[config.mk]
export PLATFORM = sky130hd
export DESIGN_NAME = plb_top
export DESIGN_NICKNAME = d
export VERILOG_FILES = /design/src/rtl/plb_pkg.sv /design/src/rtl/plb_entry_store.sv /design/src/rtl/plb_prio_pick.sv /design/src/rtl/plb_perm_check.sv /design/src/rtl/plb_top.sv
export SDC_FILE = /design/constraint.sdc
export NUM_CORES = 2
export LEC_CHECK = 0
export ABC_AREA = 1
export BUFFER_PORTS_ARGS = -buffer_cell sky130_fd_sc_hd__buf_2
export CAP_MARGIN = 20
export CORE_MARGIN = 1.5
export CORE_UTILIZATION = 55
export CTS_CLUSTER_SIZE = 20
export DETAILED_ROUTE_END_ITERATION = 12
export PLACE_DENSITY_LB_ADDON = 0.08
export SLEW_MARGIN = 20
export SYNTH_ARGS = -nofsm -noshare
export SYNTH_HDL_FRONTEND = slang
export SYNTH_HIERARCHICAL = 1
export SYNTH_SLANG_ARGS = --single-unit
[constraint.sdc]
create_clock -name clk -period 6.31 [get_ports clk]
set_input_delay 0.631 -clock clk [delete_from_list [all_inputs] [get_ports clk]]
set_output_delay 0.631 -clock clk [all_outputs]
set_load 0.02 [all_outputs]
[src/rtl/plb_pkg.sv]
package plb_pkg;

    parameter int PLB_ADDR_W = 32;
    parameter int PLB_DOM_W  = 8;
    parameter int PLB_SIZE_W = $clog2(PLB_ADDR_W);

    typedef enum logic [1:0] {
        PERM_NONE = 2'd0,
        PERM_RO   = 2'd1,
        PERM_RW   = 2'd2,
        PERM_XR   = 2'd3
    } perm_e;

    typedef enum logic [1:0] {
        ACC_READ  = 2'd0,
        ACC_WRITE = 2'd1,
        ACC_FETCH = 2'd2,
        ACC_RSVD  = 2'd3
    } acc_e;

    typedef struct packed {
        logic                  valid;
        logic [PLB_DOM_W-1:0]  dom;
        logic [PLB_ADDR_W-1:0] mask;
        logic [PLB_ADDR_W-1:0] tag;
        perm_e                 perm;
    } plb_entry_t;

    // Care-bit mask: ones above the ignored low bits.
    function automatic logic [PLB_ADDR_W-1:0] range_mask(input logic [PLB_SIZE_W-1:0] sz);
        return {PLB_ADDR_W{1'b1}} << sz;
    endfunction

    function automatic logic access_ok(input perm_e p, input acc_e a);
        logic ok;
        unique case (a)
            ACC_READ:  ok = (p != PERM_NONE);
            ACC_WRITE: ok = (p == PERM_RW);
            ACC_FETCH: ok = (p == PERM_XR);
            default:   ok = 1'b0;
        endcase
        return ok;
    endfunction

endpackage

[src/rtl/plb_entry_store.sv]
module plb_entry_store
    import plb_pkg::*;
#(
    parameter int ENTRIES = 16,
    localparam int IDX_W  = $clog2(ENTRIES)
) (
    input  logic                              clk,
    input  logic                              rst,
    input  logic [PLB_ADDR_W-1:0]             lk_addr,
    input  logic [PLB_DOM_W-1:0]              lk_dom,
    input  logic                              fill_valid,
    input  logic [PLB_DOM_W-1:0]              fill_dom,
    input  logic [PLB_ADDR_W-1:0]             fill_base,
    input  logic [PLB_SIZE_W-1:0]             fill_size,
    input  perm_e                             fill_perm,
    input  logic                              inv_valid,
    input  logic [PLB_DOM_W-1:0]              inv_dom,
    output logic [ENTRIES-1:0]                hit_vec,
    output logic [ENTRIES-1:0][1:0]           perm_vec
);

    plb_entry_t          ent [ENTRIES];
    logic [IDX_W-1:0]    ptr;
    logic [ENTRIES-1:0]  valid_vec;
    logic [ENTRIES-1:0]  same_dom;
    plb_entry_t          new_ent;

    always_comb begin
        new_ent.valid = 1'b1;
        new_ent.dom   = fill_dom;
        new_ent.mask  = range_mask(fill_size);
        new_ent.tag   = fill_base & range_mask(fill_size);
        new_ent.perm  = fill_perm;
    end

    always_ff @(posedge clk) begin
        if (rst) begin
            ptr <= '0;
            for (int i = 0; i < ENTRIES; i++) begin
                ent[i].valid <= 1'b0;
                ent[i].dom   <= '0;
                ent[i].mask  <= '0;
                ent[i].tag   <= '0;
                ent[i].perm  <= PERM_NONE;
            end
        end else begin
            for (int i = 0; i < ENTRIES; i++) begin
                if (fill_valid && ptr == IDX_W'(i)) begin
                    ent[i] <= new_ent;
                end else if (inv_valid && ent[i].valid && ent[i].dom == inv_dom) begin
                    ent[i].valid <= 1'b0;
                end
            end
            if (fill_valid) begin
                ptr <= (ptr == IDX_W'(ENTRIES - 1)) ? '0 : ptr + 1'b1;
            end
        end
    end

    for (genvar g = 0; g < ENTRIES; g++) begin : g_match
        assign valid_vec[g] = ent[g].valid;
        assign same_dom[g]  = ent[g].valid && (ent[g].dom == inv_dom);
        assign hit_vec[g]   = ent[g].valid && (ent[g].dom == lk_dom) &&
                              ((lk_addr & ent[g].mask) == ent[g].tag);
        assign perm_vec[g]  = ent[g].perm;
    end


    rr_slot_written_chk: assert property (@(posedge clk) disable iff (rst)
        fill_valid |=> valid_vec[$past(ptr)]);


    inv_clears_chk: assert property (@(posedge clk) disable iff (rst)
        (inv_valid && !fill_valid) |=> (($past(same_dom) & valid_vec) == '0));


    reset_empty_chk: assert property (@(posedge clk)
        $past(rst) |-> (valid_vec == '0));

endmodule

[src/rtl/plb_prio_pick.sv]
module plb_prio_pick #(
    parameter int ENTRIES = 16,
    localparam int IDX_W  = $clog2(ENTRIES)
) (
    input  logic [ENTRIES-1:0] req,
    output logic [IDX_W-1:0]   idx,
    output logic               any
);

    logic [ENTRIES-1:0] gnt;

    always_comb begin
        idx = '0;
        for (int i = ENTRIES - 1; i >= 0; i--) begin
            if (req[i]) idx = IDX_W'(i);
        end
        any = |req;
        gnt = any ? (ENTRIES'(1) << idx) : '0;
    end


    always_comb begin
        lowest_wins_chk: assert ((((gnt - 1'b1) & req) == '0) && $onehot0(gnt));
    end

endmodule

[src/rtl/plb_perm_check.sv]
module plb_perm_check
    import plb_pkg::*;
(
    input  logic  hit,
    input  perm_e perm,
    input  acc_e  acc,
    output logic  fault
);

    assign fault = hit && !access_ok(perm, acc);


    always_comb begin
        rsvd_faults_chk: assert (!(hit && acc == ACC_RSVD) || fault);
    end

endmodule

[src/rtl/plb_top.sv]
module plb_top
    import plb_pkg::*;
#(
    parameter int ENTRIES = 16,
    localparam int IDX_W  = $clog2(ENTRIES)
) (
    input  logic                   clk,
    input  logic                   rst,
    input  logic                   lk_valid,
    input  logic [PLB_ADDR_W-1:0]  lk_addr,
    input  logic [1:0]             lk_acc,
    input  logic [PLB_DOM_W-1:0]   lk_dom,
    output logic                   rsp_valid,
    output logic                   rsp_hit,
    output logic [1:0]             rsp_perm,
    output logic                   rsp_fault,
    input  logic                   fill_valid,
    input  logic [PLB_DOM_W-1:0]   fill_dom,
    input  logic [PLB_ADDR_W-1:0]  fill_base,
    input  logic [PLB_SIZE_W-1:0]  fill_size,
    input  logic [1:0]             fill_perm,
    input  logic                   inv_valid,
    input  logic [PLB_DOM_W-1:0]   inv_dom
);

    logic [ENTRIES-1:0]      hit_vec;
    logic [ENTRIES-1:0][1:0] perm_vec;
    logic [IDX_W-1:0]        sel_idx;
    logic                    sel_any;
    perm_e                   sel_perm;
    logic                    acc_fault;

    plb_entry_store #(.ENTRIES(ENTRIES)) u_store (
        .clk        (clk),
        .rst        (rst),
        .lk_addr    (lk_addr),
        .lk_dom     (lk_dom),
        .fill_valid (fill_valid),
        .fill_dom   (fill_dom),
        .fill_base  (fill_base),
        .fill_size  (fill_size),
        .fill_perm  (perm_e'(fill_perm)),
        .inv_valid  (inv_valid),
        .inv_dom    (inv_dom),
        .hit_vec    (hit_vec),
        .perm_vec   (perm_vec)
    );

    plb_prio_pick #(.ENTRIES(ENTRIES)) u_pick (
        .req (hit_vec),
        .idx (sel_idx),
        .any (sel_any)
    );

    assign sel_perm = sel_any ? perm_e'(perm_vec[sel_idx]) : PERM_NONE;

    plb_perm_check u_check (
        .hit   (sel_any),
        .perm  (sel_perm),
        .acc   (acc_e'(lk_acc)),
        .fault (acc_fault)
    );

    always_ff @(posedge clk) begin
        if (rst) begin
            rsp_valid <= 1'b0;
            rsp_hit   <= 1'b0;
            rsp_perm  <= 2'd0;
            rsp_fault <= 1'b0;
        end else begin
            rsp_valid <= lk_valid;
            rsp_hit   <= lk_valid && sel_any;
            rsp_perm  <= lk_valid ? sel_perm : PERM_NONE;
            rsp_fault <= lk_valid && acc_fault;
        end
    end


    rsp_follows_req_chk: assert property (@(posedge clk) disable iff (rst)
        lk_valid |=> rsp_valid);


    rsp_idle_chk: assert property (@(posedge clk) disable iff (rst)
        !lk_valid |=> !rsp_valid);


    miss_quiet_chk: assert property (@(posedge clk) disable iff (rst)
        (rsp_valid && !rsp_hit) |-> (rsp_perm == 2'd0 && !rsp_fault));


    fault_needs_hit_chk: assert property (@(posedge clk) disable iff (rst)
        rsp_fault |-> (rsp_valid && rsp_hit));

endmodule

==> impl_metrics.ini <==
[sta]
whs_ps = 134.2
layout_worst_path_cycle_share_pct = 78.65
final-max-slew-violation-count = 0
final-setup-viol-count = 0
worstMarginPinSlew_ps = 1265
maxSlewHeadroom_pct = 15.33
achievable-frequency_ghz = 0.2015
rsz0062_at_grt = no
setup-tns-final_ps = 0
final_period_minus_worst_setup_slack_ps = 4963
timing_hold_violations_final = 0
finClkSkew_ps = 29.26

[yosys]
synth_top_area_share_pct = 63.52
synth_top_cells_by_area = sky130_fd_sc_hd__edfxtp_1 64%, sky130_fd_sc_hd__nand2_1 7.5%, sky130_fd_sc_hd__nor2_1 6.2%
yosysSeqAreaShare_pct = 66.72
ys.warnings.count = 6
synth_top_cells_by_count = 1124 x sky130_fd_sc_hd__edfxtp_1, 1064 x sky130_fd_sc_hd__nand2_1, 875 x sky130_fd_sc_hd__nor2_1, 307 x sky130_fd_sc_hd__inv_1, 183 x sky130_fd_sc_hd__o21ai_0
syn-num-nets = 5027
post_synthesis_register_bit_count = 1209
most_frequently_used_cell_type_in_the_post_synthesis_netlist = sky130_fd_sc_hd__edfxtp_1
post_synth_num_cell_types = 52
async_flop_share_pct = 0
synthesis.area_um2 = 53140
synth_enable_flop_cells = 1124
synthesis.area_per_instance_um2 = 10.80
synth_largest_area_cell = sky130_fd_sc_hd__edfxtp_1
synth_cells = 4918
synth_flop_cell = sky130_fd_sc_hd__edfxtp_1

[critical_path]
critical_path_peak_fanout = 16
nature_of_the_critical_path_endpoint = flip-flop
timing.critical_path.arrival_ps = 5620
required_ps = 6970
crit_path_start_kind = input pin
timing.setup.critical_path_class = input pin to flip-flop

[detailed_routing]
route.detailed.vias_per_inst = 6.281
totalWireLength_mm = 200.5
detailroute.via_count = 40200
drt-pass1-iter-count = 6
ant_nets = 0
drc_errors = 0
detail_route.wl_per_cell_um = 31.32
drt_iter0_markers = 6785

[die]
fp-row-count = 113
placeableCoreArea_um2 = 95290
floorplan.io_pins = 107
initial_utilization_pct = 55.76
chipHeight_um = 313.8
die_w_um = 313.8
floorplan.die_area_um2 = 98490

[grt]
first_global_vias = 37180
groute.usage.overall_pct = 40.54
total_grt_overflow = 0
grt_max_degree = 81
antenna_found_initial = 10
global_route_wire_length_before_repair_mm = 274.8

[clocking]
numClockSinks = 1209
cts_tree = done
cts.path.max_buffers = 3
ctsHtreeMaxLevel = 4
cts_root_buf = sky130_fd_sc_hd__clkbuf_16
worstSkewPairLatency_ps = 750
cts_made_buffers = 132
clk_pin_slew_ps = 50
number_of_buffers_inserted_for_hold_repair_after_clock_tree_synthesis = 0
cts_setup_buffers = 0
post_cts_resized = 0

[outcome]
status = complete, no violations

[run]
max_cap_viol_count = 0

[power]
vdd_drop_max_mv = 0.2498
static-leakage-power_nw = 22.68
power.density_cell_area_nw_per_um2 = 312.1
power.total_w = 0.01849

[final_layout]
final_layout_size_suffix_gt1_share_pct = 9.376
layout.filler_cells = 7875
synthToLayoutAreaGrowth_pct = 11.47
post-route-util_pct = 62.16
final_nets = 5131

[placement]
dp.final_hpwl_mm = 137.6
io_buffers = 106
replace_congestion = 0.9649

[min_path]
hold_path_class = input pin to flip-flop
## layout make-up
| class | count | area, µm² | share of cell area [%] |
|---|---|---|---|
| Sequential cell | 1209 | 35450 | 59.85 |
| Multi-Input combinational cell | 3097 | 15240 | 25.73 |
| Clock buffer | 178 | 3642 | 6.149 |
| Tap cell | 1265 | 1583 | 2.672 |
| Timing Repair Buffer | 225 | 1436 | 2.425 |
| Inverter | 357 | 1350 | 2.279 |
| Clock inverter | 64 | 514.2 | 0.8682 |
| Antenna cell | 6 | 15.01 | 0.02535 |
## per-stage QoR
step | cell area [µm²] | std cells | setup WS, ps
4_1_cts | 59200 | 6395 | 1471
2_1_floorplan | 53140 | 4918 | 2469
5_1_grt | 59220 | 6396 | 1233
6_report | 59230 | 6401 | 1347
3_3_place_gp | 55040 | 6153 | 345.6
3_5_place_dp | 55050 | 6153 | 761.3
## per-layer routing
layer  track usage, %  vias up  share of wire [%]
met3            7.804      539                 12
li1                 -    17160                  -
met1            54.44    19580                 36
met5                0        -             0.0065
met2            62.06     2928                 45
met4            23.54        2                6.8
## cell families after synthesis
kind of cell    share of synthesized area (%)
simple gates                            16.73
flops                                   66.72
compound gates                          7.570
buf+inv                                 4.844
xor+xnor                                3.972
fa+ha+maj                              0.1648
## worst max-delay path: stages
cell and delay (ps):
sky130_fd_sc_hd__buf_2 280, sky130_fd_sc_hd__inv_1 900, sky130_fd_sc_hd__o21ai_0 280, sky130_fd_sc_hd__nor4_2 760, sky130_fd_sc_hd__nand4_1 160, sky130_fd_sc_hd__nor2_1 350, sky130_fd_sc_hd__inv_2 100, sky130_fd_sc_hd__nand3_1 90
sky130_fd_sc_hd__nand3_1 100, sky130_fd_sc_hd__nand3_1 90, sky130_fd_sc_hd__a21oi_1 70, sky130_fd_sc_hd__nor3_1 480, sky130_fd_sc_hd__buf_4 270, sky130_fd_sc_hd__nand3_1 90, sky130_fd_sc_hd__nand3_1 90, sky130_fd_sc_hd__nand3_1 100
sky130_fd_sc_hd__a21oi_1 250, sky130_fd_sc_hd__nand2_1 80, sky130_fd_sc_hd__nand3_1 80, sky130_fd_sc_hd__nand2_1 70, sky130_fd_sc_hd__a21oi_2 110, sky130_fd_sc_hd__nand2_1 60, sky130_fd_sc_hd__nor2_1 90
## sequential cells by signal, indices dropped and copies added (netlist names)
| register | count |
|---|---|
| rsp_valid | 1 |
| rsp_perm | 2 |
| rsp_hit | 1 |
| rsp_fault | 1 |
| u_store/ent | 1200 |
| u_store/ptr | 4 |
## power by group
group	internal [W]	switching, W	total, W
Clock	0.00428	0.00321	0.00749
Sequential	0.00920	0.000178	0.00938
Combinational	0.000358	0.00126	0.00162
## layout by cell type (no fill, tap or decap), types with 71 or more instances in the layout
cell	instances
sky130_fd_sc_hd__a21oi_1	87
sky130_fd_sc_hd__a221oi_1	71
sky130_fd_sc_hd__buf_2	106
sky130_fd_sc_hd__buf_4	118
sky130_fd_sc_hd__clkbuf_16	137
sky130_fd_sc_hd__dfxtp_1	85
sky130_fd_sc_hd__edfxtp_1	1124
sky130_fd_sc_hd__inv_1	303
sky130_fd_sc_hd__nand2_1	1050
sky130_fd_sc_hd__nand3_1	93
sky130_fd_sc_hd__nor2_1	872
sky130_fd_sc_hd__o21ai_0	183
sky130_fd_sc_hd__o22ai_1	134
sky130_fd_sc_hd__xnor2_1	99
sky130_fd_sc_hd__xor2_1	142
## worst paths after layout
path | start | end | slack, ps | depth (start not counted)
max | lk_dom[3] | rsp_fault | 1350 | 23
max reg2reg | u_store/ent[5][69] | rsp_fault | 1740 | 24
min reg2reg | u_store/ent[4][35] | u_store/ent[4][35] | 470 | 1
min | lk_valid | rsp_valid | 130 | 3
(Power assumes the default switching activity.)
